==> src/rtl/mixpop_pkg.sv <==
package mixpop_pkg;

  localparam int NIB_W = 4;

  // strobes from control to datapath
  typedef struct packed {
    logic loadWord;
    logic stepNibble;
    logic takeSnapshot;
  } mixCtrlT;

  typedef struct packed {
    logic [1:0] twosInc;
    logic       onesInc;
  } nibIncT;

  // nibble weight split into a twos part and a ones part
  function automatic nibIncT nibbleLookup(input logic [NIB_W-1:0] nib);
    nibIncT     r;
    logic [2:0] bits;
    bits = '0;
    for (int b = 0; b < NIB_W; b++) bits = bits + {2'b00, nib[b]};
    r.twosInc = bits[2:1];
    r.onesInc = bits[0];
    return r;
  endfunction

endpackage

==> src/rtl/mixpop_ctrl.sv <==
module mixpop_ctrl
  import mixpop_pkg::*;
#(
  parameter int NIBBLES = 8
) (
  input  logic    clk,
  input  logic    rstN,
  input  logic    wordValid,
  input  logic    sampleStrobe,
  input  logic    pairReady,
  output logic    wordReady,
  output logic    pairValid,
  output mixCtrlT ctl
);

  localparam int LW = $clog2(NIBBLES + 1);

  logic [LW-1:0] nibLeft;

  assign wordReady        = (nibLeft <= LW'(1));
  assign ctl.loadWord     = wordValid && wordReady;
  assign ctl.stepNibble   = (nibLeft != '0);
  assign ctl.takeSnapshot = sampleStrobe && (!pairValid || pairReady);

  always_ff @(posedge clk or negedge rstN) begin
    if (!rstN) begin
      nibLeft <= '0;
    end else if (ctl.loadWord) begin
      nibLeft <= LW'(NIBBLES);
    end else if (ctl.stepNibble) begin
      nibLeft <= nibLeft - LW'(1);
    end
  end

  always_ff @(posedge clk or negedge rstN) begin
    if (!rstN) begin
      pairValid <= 1'b0;
    end else if (ctl.takeSnapshot) begin
      pairValid <= 1'b1;
    end else if (pairReady) begin
      pairValid <= 1'b0;
    end
  end

  assert_nib_range_R2: assert property (@(posedge clk) disable iff (!rstN)
    nibLeft <= LW'(NIBBLES));

  assert_load_busy_R10: assert property (@(posedge clk) disable iff (!rstN)
    (wordValid && wordReady) |=> !wordReady);

  assert_valid_from_strobe_R4: assert property (@(posedge clk) disable iff (!rstN)
    $rose(pairValid) |-> $past(sampleStrobe));

  assert_pending_kept_R8: assert property (@(posedge clk) disable iff (!rstN)
    (pairValid && !pairReady && sampleStrobe) |=> pairValid);

endmodule

==> src/rtl/mixpop_dp.sv <==
module mixpop_dp
  import mixpop_pkg::*;
#(
  parameter int WORD_W = 32,
  parameter int CNT_W  = 32
) (
  input  logic              clk,
  input  logic              rstN,
  input  mixCtrlT           ctl,
  input  logic [WORD_W-1:0] rxWord,
  input  logic [WORD_W-1:0] loWord,
  output logic [CNT_W-1:0]  twosOut,
  output logic [CNT_W-1:0]  onesOut
);

  logic [WORD_W-1:0] mixSh;
  logic [CNT_W-1:0]  twosCnt, onesCnt;
  logic [CNT_W-1:0]  twosNext, onesNext;
  nibIncT            inc;

  assign inc = nibbleLookup(mixSh[WORD_W-1 -: NIB_W]);

  always_comb begin
    twosNext = twosCnt;
    onesNext = onesCnt;
    if (ctl.stepNibble) begin
      twosNext = twosCnt + CNT_W'(inc.twosInc);
      onesNext = onesCnt + CNT_W'(inc.onesInc);
    end
  end

  always_ff @(posedge clk or negedge rstN) begin
    if (!rstN) begin
      mixSh <= '0;
    end else if (ctl.loadWord) begin
      mixSh <= rxWord ^ loWord;
    end else if (ctl.stepNibble) begin
      mixSh <= mixSh << NIB_W;
    end
  end

  always_ff @(posedge clk or negedge rstN) begin
    if (!rstN) begin
      twosCnt <= '0;
      onesCnt <= '0;
      twosOut <= '0;
      onesOut <= '0;
    end else if (ctl.takeSnapshot) begin
      twosOut <= twosNext;
      onesOut <= onesNext;
      twosCnt <= '0;
      onesCnt <= '0;
    end else begin
      twosCnt <= twosNext;
      onesCnt <= onesNext;
    end
  end

  assert_restart_zero_R5: assert property (@(posedge clk) disable iff (!rstN)
    ctl.takeSnapshot |=> (twosCnt == '0) && (onesCnt == '0));

  assert_idle_stable_R3: assert property (@(posedge clk) disable iff (!rstN)
    (!ctl.stepNibble && !ctl.takeSnapshot) |=> ($stable(twosCnt) && $stable(onesCnt)));

endmodule

==> src/rtl/xor_nibble_mixer.sv <==
module xor_nibble_mixer
  import mixpop_pkg::*;
#(
  parameter int WORD_W = 32,
  parameter int CNT_W  = 32
) (
  input  logic              clk,
  input  logic              rstN,
  input  logic [WORD_W-1:0] rxWord,
  input  logic [WORD_W-1:0] loWord,
  input  logic              wordValid,
  output logic              wordReady,
  input  logic              sampleStrobe,
  output logic              pairValid,
  input  logic              pairReady,
  output logic [CNT_W-1:0]  twosOut,
  output logic [CNT_W-1:0]  onesOut
);

  localparam int NIBBLES = WORD_W / NIB_W;

  mixCtrlT ctl;

  mixpop_ctrl #(.NIBBLES(NIBBLES)) u_ctrl (
    .clk          (clk),
    .rstN         (rstN),
    .wordValid    (wordValid),
    .sampleStrobe (sampleStrobe),
    .pairReady    (pairReady),
    .wordReady    (wordReady),
    .pairValid    (pairValid),
    .ctl          (ctl)
  );

  mixpop_dp #(.WORD_W(WORD_W), .CNT_W(CNT_W)) u_dp (
    .clk     (clk),
    .rstN    (rstN),
    .ctl     (ctl),
    .rxWord  (rxWord),
    .loWord  (loWord),
    .twosOut (twosOut),
    .onesOut (onesOut)
  );

  assert_hold_data_R7: assert property (@(posedge clk) disable iff (!rstN)
    (pairValid && !pairReady) |=> ($stable(twosOut) && $stable(onesOut)));

  assert_hold_valid_R7: assert property (@(posedge clk) disable iff (!rstN)
    (pairValid && !pairReady) |=> pairValid);

endmodule

==> config.mk <==
export PLATFORM = sky130hd
export DESIGN_NAME = xor_nibble_mixer
export DESIGN_NICKNAME = d
export VERILOG_FILES = /design/src/rtl/mixpop_pkg.sv /design/src/rtl/mixpop_ctrl.sv /design/src/rtl/mixpop_dp.sv /design/src/rtl/xor_nibble_mixer.sv
export SDC_FILE = /design/constraint.sdc
export NUM_CORES = 1
export LEC_CHECK = 0
export BUFFER_PORTS_ARGS = -buffer_cell sky130_fd_sc_hd__clkbuf_2
export CORE_MARGIN = 2
export CORE_UTILIZATION = 54
export CTS_BUF_LIST = sky130_fd_sc_hd__clkbuf_4 sky130_fd_sc_hd__clkbuf_8
export DETAILED_ROUTE_END_ITERATION = 6
export GPL_ROUTABILITY_DRIVEN = 0
export PLACE_DENSITY = 0.78
export SYNTH_ARGS = -nofsm -noshare
export SYNTH_HDL_FRONTEND = slang
export SYNTH_HIERARCHICAL = 1
export SYNTH_SLANG_ARGS = --single-unit
export TNS_END_PERCENT = 30
==> constraint.sdc <==
create_clock -name clk -period 9.18 [get_ports clk]
set_input_delay 0.459 -clock clk [delete_from_list [all_inputs] [get_ports clk]]
set_output_delay 0.459 -clock clk [all_outputs]
set_load 0.005 [all_outputs]
==> results of run 1 <==
layout make-up:
cell class,count,share of cell area [%]
Tap cell,184,2.530
Clock buffer,21,3.039
Inverter,10,0.4125
Timing Repair Buffer,138,7.770
Clock inverter,11,1.375
Sequential cell,165,45.38
Multi-Input combinational cell,575,39.49
flip-flops by register name, indices dropped and copies added, names as in the netlist:
| signal | cells |
|---|---|
| u_dp/twosCnt | 32 |
| u_ctrl/pairValid | 1 |
| u_ctrl/nibLeft | 4 |
| u_dp/onesCnt | 32 |
| u_dp/twosOut | 32 |
| u_dp/onesOut | 32 |
| u_dp/mixSh | 32 |
logic make-up (layout without fill, tap and decap cells):
logic type	after synthesis	after routing	share of synthesized area, %
xor gates and xnor gates	54	54	5.968
muxes	37	37	4.736
DFF	165	165	52.10
buffers and inverters	56	180	2.700
AOI/OAI and AO/OA	176	176	13.15
and+or+nand+nor	298	298	19.58
adders and majority gates	10	10	1.768
cell usage after synthesis (2+ instances only):
cell and instances:
sky130_fd_sc_hd__mux2_2 4, sky130_fd_sc_hd__o31ai_1 21, sky130_fd_sc_hd__and2_1 3, sky130_fd_sc_hd__or4_1 27
sky130_fd_sc_hd__nand3_1 20, sky130_fd_sc_hd__nor2b_1 8, sky130_fd_sc_hd__o211ai_1 4, sky130_fd_sc_hd__a31o_2 2
sky130_fd_sc_hd__nand4_2 2, sky130_fd_sc_hd__xnor2_1 10, sky130_fd_sc_hd__inv_1 10, sky130_fd_sc_hd__clkbuf_1 32
sky130_fd_sc_hd__nand4b_1 4, sky130_fd_sc_hd__a311oi_1 2, sky130_fd_sc_hd__nand4_1 22, sky130_fd_sc_hd__nand2b_1 4
sky130_fd_sc_hd__or2_2 3, sky130_fd_sc_hd__or4_4 2, sky130_fd_sc_hd__ha_1 8, sky130_fd_sc_hd__or3_1 11
sky130_fd_sc_hd__nor4_1 9, sky130_fd_sc_hd__buf_2 3, sky130_fd_sc_hd__o41ai_1 2, sky130_fd_sc_hd__buf_1 11
sky130_fd_sc_hd__mux2i_1 33, sky130_fd_sc_hd__and3_1 10, sky130_fd_sc_hd__nor3_1 6, sky130_fd_sc_hd__xor2_1 44
sky130_fd_sc_hd__a21oi_1 64, sky130_fd_sc_hd__a22o_1 4, sky130_fd_sc_hd__a31oi_1 36, sky130_fd_sc_hd__nor2_1 98
sky130_fd_sc_hd__nand2_1 56, sky130_fd_sc_hd__fa_1 2, sky130_fd_sc_hd__and4_1 6, sky130_fd_sc_hd__dfrtp_1 165
sky130_fd_sc_hd__o21ai_0 38
power groups by stage:
stage | logic (µW) | registers [µW] | clock network, µW
finish | 365 | 906 | 523
global route | 422 | 920 | 564
detailed placement | 371 | 920 | 0
floorplan | 238 | 905 | 0
global placement | 355 | 917 | 0
CTS | 373 | 907 | 538
worst max-delay path, cell delays in order (launching register included):
cell and delay, ps:
sky130_fd_sc_hd__dfrtp_1 380, sky130_fd_sc_hd__inv_1 80, sky130_fd_sc_hd__ha_1 270, sky130_fd_sc_hd__nand2_2 80, sky130_fd_sc_hd__buf_4 480, sky130_fd_sc_hd__and4_1 400, sky130_fd_sc_hd__nand4_1 740, sky130_fd_sc_hd__or4_4 790
sky130_fd_sc_hd__a21oi_1 170
per-layer routing:
layer	global-route usage [%]	up-vias	routed length (µm)
met5	0	-	0
met4	5.098	0	124
met3	5.306	14	795
met2	33.38	166	7708
met1	30.06	2997	7689
li1	-	3112	-
how the worst max path moves through the flow:
| stage | to | slack [ps] | depth (start not counted) |
|---|---|---|---|
| global placement | u_dp/onesOut[31]$_DFFE_PN0P_ | 5810 | 8 |
| CTS | u_dp/onesCnt[31]$_DFF_PN0_ | 5670 | 8 |
| finish | u_dp/onesCnt[31]$_DFF_PN0_ | 5670 | 8 |
| floorplan | u_dp/twosOut[26]$_DFFE_PN0P_ | 6200 | 10 |
| global route | u_dp/onesOut[17]$_DFFE_PN0P_ | 5360 | 8 |
| detailed placement | u_dp/onesOut[31]$_DFFE_PN0P_ | 5710 | 8 |
stage by stage:
| step | util, % | std cells | hold slack (ps) | setup slack [ps] | power [µW] |
|---|---|---|---|---|---|
| 3_5_place_dp | 60.30 | 1072 | 499.9 | 5714 | 1292 |
| 2_1_floorplan | - | 796 | 163.4 | 6197 | 1143 |
| 6_report | 63.08 | 1104 | 54.65 | 5670 | 1793 |
| 5_1_grt | 63.08 | 1104 | 113.5 | 5365 | 1907 |
| 4_1_cts | 63.08 | 1104 | 71.39 | 5674 | 1818 |
| 3_3_place_gp | 60.30 | 1072 | 493.3 | 5805 | 1272 |
==> results, run 1 <==
- The top cell types in the final layout, fill and taps aside, are sky130_fd_sc_hd__dfrtp_1 (165), sky130_fd_sc_hd__clkbuf_2 (133), sky130_fd_sc_hd__nor2_1 (98).
- The startpoint of the most critical setup path is u_ctrl/nibLeft[0]$_DFFE_PN0P_.
- The post-synthesis cell area is 7925 µm².
- Row generation in the floorplan step produced 44 rows.
- The detailed router finished its first iteration with 475 violations.
- The flip-flop and latch area is 4129 µm².
- For the pin with the worst max-slew slack, the measured transition is 981.4 ps.
- The warning count from the yosys run is 6.
- The leading cell type in the layout, fill and taps excluded is sky130_fd_sc_hd__dfrtp_1.
- The maximum number of pins on one net before global-route repair is 109.
- The first global-routing pass estimated 27630 µm of wire.
- The min-delay analysis places its worst path in the category in -> async.
- The master cell of the clock root buffer is sky130_fd_sc_hd__clkbuf_8.
- The clock network is responsible for 29.1% of the overall power.
- The footprint of the multi-input gates is 3593 µm².
- The post-cts repair resize count is 0.
- The number of different library cells used by synthesis comes to 47.
- The arrival time at the worst endpoint is 3880 ps.
- The clock period could shrink to 3510 ps.
- The number of global-route vias before repair is 5857.
- The share of flip-flops with an asynchronous set or reset after synthesis is 100.0%.
- The H-tree generated during clock tree synthesis spans 4 levels.
- The relative max-transition margin is 34.57%.
- The antenna diode count is 0.
- The core area is 14420 µm².
- The total of fill cells in the finished design is 1217.
- Buffers placed on the I/O ports in this run total 134.
- The synthesized design contains 165 register bits.
- The initial antenna violation count is 0.
- The average wire length per cell after detail routing is 14.78 µm.
- The count of flip-flops with a built-in enable after synthesis is 0.
- Across all register-to-register paths, the minimum setup slack is 5670 ps.
- In the routed layout, each cell is associated on average with a via count of 5.697.
- The number of buffers added for setup after CTS is 0.
- The final setup violation count is 0.
- The worst setup skew after layout is 13.34 ps.
- The number of nets in the final layout is 986.
- The number of I/O pins is 135.
- The clock-pin transition on the worst setup and hold timing paths is 80 ps.
- The number of buffers created by CTS is 17.
- In this run the static leakage power is 0.004267 µW.
- The clock drives 165 sinks.
- The routed wire length is 16320 µm.
- The share of power burned in combinational logic is 20.3%.
- The die covers 15660 µm².
- The internal power of the cells totals 1257 µW.
- The maximum frequency from static timing analysis is 284.9 MHz.
- The end of the worst register-to-register path is u_dp/onesCnt[31]$_DFF_PN0_.
- Summed over all nets, the switching power comes to 536.7 µW.
- The share of the clock period used by the worst path is 38.24%.
- Before antenna repair, the detailed router went through 6 iterations.
- The total DRC errors in the routed layout is 0.
- The global-route total usage across every layer is 21.25%.
- The prevailing post-synth register cell is sky130_fd_sc_hd__dfrtp_1.
- The number of cells produced by synthesis is 796.
- Of all cell types, the one taking the most synthesized area is sky130_fd_sc_hd__dfrtp_1.
- The per-instance average area after synthesis is 9.956 µm².
- The count of nets left with antenna violations once routing finished came out at 0.
- The share of post-route cells with drive strength above 1 is 20.65%.
- TritonCTS built the clock tree.
- The clock reaches the later pin of the worst-skew pair after 460 ps.
- The tool flagged a number of max-cap violations equal to 0.
- Setup repair after global routing left no endpoint under its margin.
- The switching power share of the total is 29.93%.
- By area the synthesized netlist is led by sky130_fd_sc_hd__dfrtp_1 (52%), sky130_fd_sc_hd__xor2_1 (4.9%), sky130_fd_sc_hd__nor2_1 (4.6%).
- After routing the design area is 9099 µm².
- The final count of pins violating max slew came to 0.
- STA classifies the critical path endpoint as a flip-flop.
- The starting utilization of the core area is 54.94%.
- In this run the vertical extent of the chip is 125.1 µm.
- The number of cell instances on the worst register-to-register path is 8.
- The nature of the critical path startpoint is a flip-flop.
- The final route contains 6289 vias.
- The synthesized netlist net count is 875.
- Of all nets on the critical path, the largest fanout is 39.
- Per report_power, the sequential group accounts for 50.5% of the total.
- In this run, post-CTS hold repair placed 0 buffers.
- The peak supply drop is 188.3 µV.
- The total overflow left after global routing is 0.
- The critical path is of the reg -> reg type.
- The post-place instance area is 8697 µm².
- Once detailed placement completed, the half-perimeter wirelength came to 11210 µm.
- The flow ran to the end, and the final reports show no timing, DRC or antenna violations.
- The launching point of the worst reg2reg path is u_ctrl/nibLeft[0]$_DFFE_PN0P_.
- The die is 125.1 µm wide.
- The power density over the cells is 197.1 nW/µm².
- The setup TNS is 0 ps.
- The share of the synthesized area in the top cell type is 52.10%.
- At the worst endpoint, the required time is 9550 ps.
- The clock passes through at most 2 buffers.
- Sequential cells were found to cover 52.10% of the synthesized design area.
- The signed area change from the synthesized netlist to the final layout is 14.81%.
- The final number of hold-violating endpoints came to 0.
Power figures use the tool's default switching activity.
==> inputs of run 2 (changes only) <==
--- a/config.mk
+++ b/config.mk
@@ -7,11 +7,11 @@
 export LEC_CHECK = 0
 export BUFFER_PORTS_ARGS = -buffer_cell sky130_fd_sc_hd__clkbuf_2
 export CORE_MARGIN = 2
-export CORE_UTILIZATION = 54
+export CORE_UTILIZATION = 53
 export CTS_BUF_LIST = sky130_fd_sc_hd__clkbuf_4 sky130_fd_sc_hd__clkbuf_8
 export DETAILED_ROUTE_END_ITERATION = 6
 export GPL_ROUTABILITY_DRIVEN = 0
-export PLACE_DENSITY = 0.78
+export PLACE_DENSITY = 0.8
 export SYNTH_ARGS = -nofsm -noshare
 export SYNTH_HDL_FRONTEND = slang
 export SYNTH_HIERARCHICAL = 1
==> constraint.sdc (replaced) <==
create_clock -name clk -period 3 [get_ports clk]
set_input_delay 0.15 -clock clk [delete_from_list [all_inputs] [get_ports clk]]
set_output_delay 0.15 -clock clk [all_outputs]
set_load 0.005 [all_outputs]
==> run 2 against run 1 <==
Compared with the run above: clock skew hardly changed; cell count rose by 6.2%; sequential share of layout area fell by 4.0 points; sequential power grew to 3.1 times the previous value; final area rose by 9.6%; maximum frequency increased by 18%; combinational power increased to 3.6 times the previous value; clock-buffer cell count shrank 1; worst setup slack worse by 5600 ps; via count rose by 7.3%; clock power rose to 3.5 times the previous value.
==> results, run 2 (same netlist as run 1, synthesis figures left out) <==
- The flow ran to the end, and the final reports show no timing, DRC or antenna violations.
- The end of the worst register-to-register path is u_dp/twosOut[14]$_DFFE_PN0P_.
- For this run, the number of standard cells in the final layout without fillers is 1172.
- Routed signal wires occupy layers up through met4.
- The arrival time at the worst endpoint is 3350 ps.
- Once routing completed, OpenROAD measured the worst setup slack at 30.74 ps.
- The total of fill cells in the finished design is 1073.
- After floorplanning, the core was divided into 44 placement rows.
- The maximum number of pins on one net before global-route repair is 84.
- The longest individual stage delay on the worst path is 480 ps.
- The share of the clock period used by the worst path is 98.98%.
- The number of buffers created by CTS is 17.
- The count of input and output buffers is 134.
- The antenna diode count is 0.
- VDD sags by at most 409.1 µV.
- The number of cell instances on the worst register-to-register path is 10.
- The largest individual stage delay along the critical path comes from the cell sky130_fd_sc_hd__fa_1.
- The number of nets in the final layout is 1054.
- The number of vias per cell is 5.759.
- The share of post-route cells with drive strength above 1 is 23.68%.
- The post-place instance area is 8842 µm².
- The clock tree from TritonCTS is done.
- The library cells used most frequently in the layout, excluding fill and tap cells, are sky130_fd_sc_hd__dfrtp_1 (165), sky130_fd_sc_hd__clkbuf_2 (133), sky130_fd_sc_hd__nor2_1 (98).
- The pin slew with the least headroom to its limit is 765.5 ps.
- The nature of the critical path startpoint is a flip-flop.
- The first-pass GRT wire length is 30650 µm.
- The analysis attributes to cell leakage a power of 0.004614 µW.
- In this run the remaining antenna-violating nets after routing total 0.
- The clock reaches the later pin of the worst-skew pair after 460 ps.
- The starting utilization of the core area is 54.32%.
- Summed over all nets, wire length on met2 after detailed routing comes to 8990 µm.
- In this run the register-to-register setup slack is 30 ps.
- Global routing used 23.65% of the available tracks.
- The signed area change from the synthesized netlist to the final layout is 25.80%.
- The routed design could run at a clock period as short as 2969 ps.
- For this design the top-level I/O count stands at 135.
- The die covers 15950 µm².
- The routed metal-1 wirelength is 8412 µm.
- The final number of hold-violating endpoints is 0.
- The maximum frequency from static timing analysis is 336.8 MHz.
- The initial antenna violation count is 0.
- Of all nets on the critical path, the largest fanout is 6.
- The remaining global-route overflow is 0.
- Overall power consumption after layout is estimated at 5961 µW.
- In this run the worst setup path terminates at u_dp/twosOut[14]$_DFFE_PN0P_.
- For this block, the routed nets add up to 18790 µm of wire.
- In this run the clock root is driven by a sky130_fd_sc_hd__clkbuf_8.
- The cell type with the highest occurrence count on the critical path is sky130_fd_sc_hd__ha_4.
- The maximum buffer depth of the clock tree is 2.
- The number of search-and-repair iterations in the first detailed-routing pass is 4.
- The average wire length per cell after detail routing is 16.03 µm.
- The core area is 14590 µm².
- The final count of pins violating max slew is 0.
- Across all layers, the routed design uses 6749 vias.
- Setup violations remaining at the end of the flow were counted as 0.
- The total instance count after detailed placement is 1088.
- In this run the critical register-to-register path is launched from u_dp/mixSh[28]$_DFFE_PN0P_.
- After the first detailed-routing iteration, the DRC count stood at 503.
- The worst pin sits at a relative slew slack of 48.97%.
- The post-route worst hold slack is 26.88 ps.
- The startpoint of the most critical setup path is u_dp/mixSh[28]$_DFFE_PN0P_.
- The worst setup slack before clock tree synthesis is -72.37 ps.
- The total DRC errors in the routed layout is 0.
- Once layout is done, the placed cells without fillers occupy 9970 µm².
- The required time of the worst setup path is 3380 ps.
- The signal on the critical path passes through fa_1 -> ha_2 -> ha_4 -> ha_4 -> fa_2 -> and3_4 -> nand4_1 -> buf_4 -> or3_4 -> a31oi_2.
- The library cell used most frequently in the layout, excluding fill and tap cells, is sky130_fd_sc_hd__dfrtp_1.
- After clock tree synthesis, the clock-pin slew on the worst setup and hold paths is 90 ps.
- CTS saw 165 sinks.
- CTS built an H-tree with a depth of 4.
- For this design the ratio of total power to cell area is 597.9 nW/µm².
- The routed design uses 1110 µm of met3 wire.
- The count of max-cap constraint violations is 0.
- The height of the chip is 126.3 µm.
- Summed over all nets, the half-perimeter wirelength after detailed placement is 12270 µm.
- The horizontal die dimension is 126.3 µm.
- The type of the worst setup path is reg -> reg.
- The min-delay analysis places its worst path in the category in -> reg.
- The critical path endpoint category is a flip-flop.
- Setup repair after global routing could not meet its margin everywhere.
- The number of global-route vias before repair is 6455.
- The clock arrives with 13.39 ps of skew.
-- run 2: what timing repair did --
item                       in CTS  in global routing
gates resized for setup         8                 22
hold buffers                   48                  0
setup endpoints to repair      17                 34
setup buffers                   3                  1
hold endpoints to repair      105                  0
pin swaps                      10                  9
-- run 2: worst min-delay path by stage --
stage / startpoint / end / slack (ps) / cells past startpoint
after floorplan: rstN / u_ctrl/nibLeft[0]$_DFFE_PN0P_ / -150 / 0
after global placement: rstN / u_dp/onesOut[31]$_DFFE_PN0P_ / 260 / 1
after detailed placement: rstN / u_dp/onesOut[31]$_DFFE_PN0P_ / 260 / 1
after CTS: rxWord[6] / u_dp/mixSh[6]$_DFFE_PN0P_ / 1 / 4
after global routing: loWord[28] / u_dp/mixSh[28]$_DFFE_PN0P_ / 20 / 4
final: rxWord[6] / u_dp/mixSh[6]$_DFFE_PN0P_ / 30 / 4
-- run 2: where the power goes --
part           total [µW]  switching (µW)  internal, µW
clock network        1840             809          1030
registers            2800             254          2550
logic                1320             701           617
total                5960            1760          4200
-- run 2: layer usage --
metal	GRT usage [%]	vias to the layer above
li1	-	3241
met1	32.36	3251
met2	37.25	231
met3	6.372	26
met4	7.175	0
met5	0	-
-- run 2: through the flow --
step | util [%] | setup TNS (ps)
floorplan | - | 0
global placement | 60.61 | 0
detailed placement | 60.61 | -329.2
CTS | 67.41 | -17.23
global route | 68.34 | -222.7
finish | 68.34 | 0
-- run 2: cell type report --
type	count	area [µm²]	share of cell area, %
sequential	165	4129	41.42
multi-input combinational	575	3744	37.55
timing repair buffer	206	1366	13.70
clock buffer	20	262.8	2.636
tap	184	230.2	2.309
clock inverter	12	200.2	2.008
inverter	10	37.54	0.3765
-- run 2: worst max-delay path, delay by kind of cell, from the launching register on --
kind	cells	cell delay, ps
fa+ha+maj	5	1270
simple gates	3	800
flops	1	410
buf+inv	1	240
compound gates	1	180
==> inputs of run 3 (changes only) <==
--- a/config.mk
+++ b/config.mk
@@ -7,11 +7,11 @@
 export LEC_CHECK = 0
 export BUFFER_PORTS_ARGS = -buffer_cell sky130_fd_sc_hd__clkbuf_2
 export CORE_MARGIN = 2
-export CORE_UTILIZATION = 53
+export CORE_UTILIZATION = 45
 export CTS_BUF_LIST = sky130_fd_sc_hd__clkbuf_4 sky130_fd_sc_hd__clkbuf_8
 export DETAILED_ROUTE_END_ITERATION = 6
 export GPL_ROUTABILITY_DRIVEN = 0
-export PLACE_DENSITY = 0.8
+export PLACE_DENSITY = 0.67
 export SYNTH_ARGS = -nofsm -noshare
 export SYNTH_HDL_FRONTEND = slang
 export SYNTH_HIERARCHICAL = 1
==> constraint.sdc (replaced) <==
create_clock -name clk -period 3.8 [get_ports clk]
set_input_delay 0.19 -clock clk [delete_from_list [all_inputs] [get_ports clk]]
set_output_delay 0.19 -clock clk [all_outputs]
set_load 0.005 [all_outputs]
==> run 3 against run 2 <==
Compared with the run above: wire length shrank 11%; non-clock buffer count shrank 60; clock-buffer cell count increased by 4; first-iteration DRC count decreased by 22%; largest cell class unchanged; register-to-register slack better by 600 ps; clock power decreased by 32%; largest power group unchanged; hold slack barely moved; core utilization decreased by 15 points; critical endpoint is now u_dp/twosOut[24]$_DFFE_PN0P_; clock skew is 3.2 ps lower; combinational power fell by 34%; global-route usage down 4.7 points; critical path depth fell by 1.
==> results, run 3 (same netlist as run 1, synthesis figures left out) <==
- Once detail routing completed, the nets flagged for antenna violations numbered 0.
- The final core utilization is 53.44%.
- The detailed placement HPWL is 11620 µm.
- The flip-flop and latch area is 4129 µm².
- The share of power burned in combinational logic is 20.2%.
- The average wire length per cell after detail routing is 14.58 µm.
- The initial antenna violation count came to 0.
- The internal power of the cells totals 3056 µW.
- The final period demand of the worst path is 3174 ps.
- The clock-pin transition on the worst setup and hold timing paths is 80 ps.
- The core area is 17240 µm².
- Setup repair after global routing left no endpoint under its margin.
- Summing over every cut layer, the via total after detailed routing is 6245.
- The overall power consumption is 4323 µW.
- In the final layout, the multi-input gates occupy 3593 µm².
- The tree built by TritonCTS fans out to 165 sinks.
- The maximum number of pins on one net before global-route repair is 91.
- Headroom to the max-slew limit came out at 41.08%.
- The clock latency of the later-clocked register in the worst-skew pair is 460 ps.
- The clock tree synthesis step divided the H-tree into 4 levels.
- The final setup violation count is 0.
- Counting instances, the worst hold path has a depth of 4.
- The tool flagged a number of max-cap violations equal to 0.
- In this run the deepest clock path goes through 2 buffers.
- The power density over the cells is 469.3 nW/µm².
- Dividing the final minimum period by the clock period gives 83.52%.
- The final count of pins violating max slew is 0.
- The global-route total usage across every layer is 18.98%.
- The number of global-route vias before repair was 5774.
- The end of the worst register-to-register path is u_dp/twosOut[24]$_DFFE_PN0P_.
- The critical path endpoint category is a flip-flop.
- The antenna diode count is 0.
- STA classifies the critical path startpoint as a flip-flop.
- In this run the most critical hold path is launched from rxWord[30].
- After clock tree synthesis, the repair step resized 0 gates.
- The clock tree from TritonCTS is done.
- The final number of hold-violating endpoints is 0.
- The top cell types in the final layout, fill and taps aside, are sky130_fd_sc_hd__dfrtp_1 (165), sky130_fd_sc_hd__clkbuf_2 (133), sky130_fd_sc_hd__nor2_1 (98).
- The library cell used most frequently in the layout, excluding fill and tap cells, is sky130_fd_sc_hd__dfrtp_1.
- The signed area change from the synthesized netlist to the final layout is 16.23%.
- The final cell count without fillers is 1150.
- After the first detailed-routing iteration, the DRC count stood at 393.
- Static timing analysis puts the maximum clock frequency at 315.1 MHz.
- In this run, CTS created clock tree buffers numbering 17.
- The remaining global-route overflow is 0.
- The worst reg-to-reg setup slack is 630 ps.
- The master cell of the clock root buffer is sky130_fd_sc_hd__clkbuf_8.
- The total DRC errors in the routed layout is 0.
- 135 I/O pins were placed.
- The number of search-and-repair iterations in the first detailed-routing pass is 5.
- The number of rows in the core area is 48.
- The worst register-to-register path has a depth of 9.
- Using the TritonRoute via totals, the vias-per-cell ratio works out to 5.430.
- Summed over all layers, the routed wires come to 16770 µm.
- The worst setup skew after layout is 10.14 ps.
- The critical path is of the reg -> reg type.
- Input and output buffers added on the ports amount to 134.
- The setup TNS is 0 ps.
- Net switching is 29.31% of the power.
- The maximum fanout along the worst path is 8.
- The first global-routing pass estimated 28150 µm of wire.
- The peak supply drop is 234.8 µV.
- The clock network accounts for 29.1% of the total power.
- The pin slew with the least headroom to its limit is 883.8 ps.
- The area enclosed by the die boundary is 18690 µm².
- In this run the worst hold path is classified as in -> reg.
- The starting utilization of the core area is 45.98%.
- The total of fill cells in the finished design is 1603.
- After the last flow step, the layout net total stands at 994.
- Summed over all cells, the static leakage comes to 0.004305 µW.
- The net switching component of the power is 1267 µW.
- The worst register-to-register path begins at u_dp/mixSh[28]$_DFFE_PN0P_.
- OpenSTA, run right after detailed placement, puts the worst setup slack at 622.4 ps.
- The run finished with clean final reports.
- The floorplan step set the die width to 136.7 µm.
- The height of the chip is 136.7 µm.
- The total instance count after detailed placement is 1117.
- The required time of the worst setup path is 4180 ps.
- Data arrives at the worst endpoint at 3550 ps.
- Across all setup checks in the final design, the least slack found is 626.4 ps.
- In this run the worst setup path begins at u_dp/mixSh[28]$_DFFE_PN0P_.
- Post-CTS timing repair inserted 0 buffers for setup.
- The part of the power in registers is 50.7%.
- Of the cells placed in the final design, the portion with a size suffix greater than 1 is 20.65%.
- The worst-case hold path end point is u_dp/mixSh[30]$_DFFE_PN0P_.
[run 3: power groups by stage]
stage	sequential [µW]	combinational [µW]	clock (µW)
2_1_floorplan	2190	575	0
5_1_grt	2230	1020	1360
3_5_place_dp	2230	890	0
3_3_place_gp	2220	869	0
4_1_cts	2200	896	1300
6_report	2190	872	1260
[run 3: final cells by class]
| class | instances | area share, % |
|---|---|---|
| Clock inverter | 5 | 0.8150 |
| Sequential cell | 165 | 44.82 |
| Multi-Input combinational cell | 575 | 39.01 |
| Tap cell | 225 | 3.056 |
| Inverter | 10 | 0.4075 |
| Timing Repair Buffer | 146 | 8.571 |
| Clock buffer | 24 | 3.314 |
[run 3: what timing repair did]
| action | CTS | global route |
|---|---|---|
| endpoints found under the hold margin | 78 | 0 |
| hold buffers | 4 | 0 |
| setup endpoints to repair | 0 | 0 |
[run 3: worst max-delay path by stage]
| stage | end | slack [ps] | depth (start not counted) |
|---|---|---|---|
| 2_1_floorplan | u_dp/twosOut[26]$_DFFE_PN0P_ | 820 | 10 |
| 6_report | u_dp/twosOut[24]$_DFFE_PN0P_ | 630 | 9 |
| 5_1_grt | u_dp/twosOut[28]$_DFFE_PN0P_ | 340 | 9 |
| 3_5_place_dp | u_dp/twosCnt[26]$_DFF_PN0_ | 620 | 9 |
| 3_3_place_gp | u_dp/twosOut[26]$_DFFE_PN0P_ | 690 | 9 |
| 4_1_cts | u_dp/twosOut[24]$_DFFE_PN0P_ | 590 | 9 |
[run 3: worst max-delay path: stages (launching register included)]
cell and delay, ps:
sky130_fd_sc_hd__dfrtp_1 410, sky130_fd_sc_hd__fa_1 480, sky130_fd_sc_hd__ha_1 190, sky130_fd_sc_hd__ha_1 270
sky130_fd_sc_hd__ha_1 180, sky130_fd_sc_hd__fa_1 190, sky130_fd_sc_hd__and3_1 310, sky130_fd_sc_hd__nand4_1 290
sky130_fd_sc_hd__or4_1 600, sky130_fd_sc_hd__a31oi_1 180
[run 3: metrics by stage]
step	instance area [µm²]	hold slack, ps
finish	9211	26.94
global route	9211	21.61
CTS	9211	0.7293
detailed placement	8791	273.6
global placement	8791	272.2
floorplan	7925	-105.6
[run 3: per-layer routing]
layer	up-vias	share of wire, %	global-route usage (%)
li1	3118	-	-
met1	2916	48	27.34
met2	187	44	27.97
met3	24	5.9	4.444
met4	0	1.8	6.887
met5	-	0	0
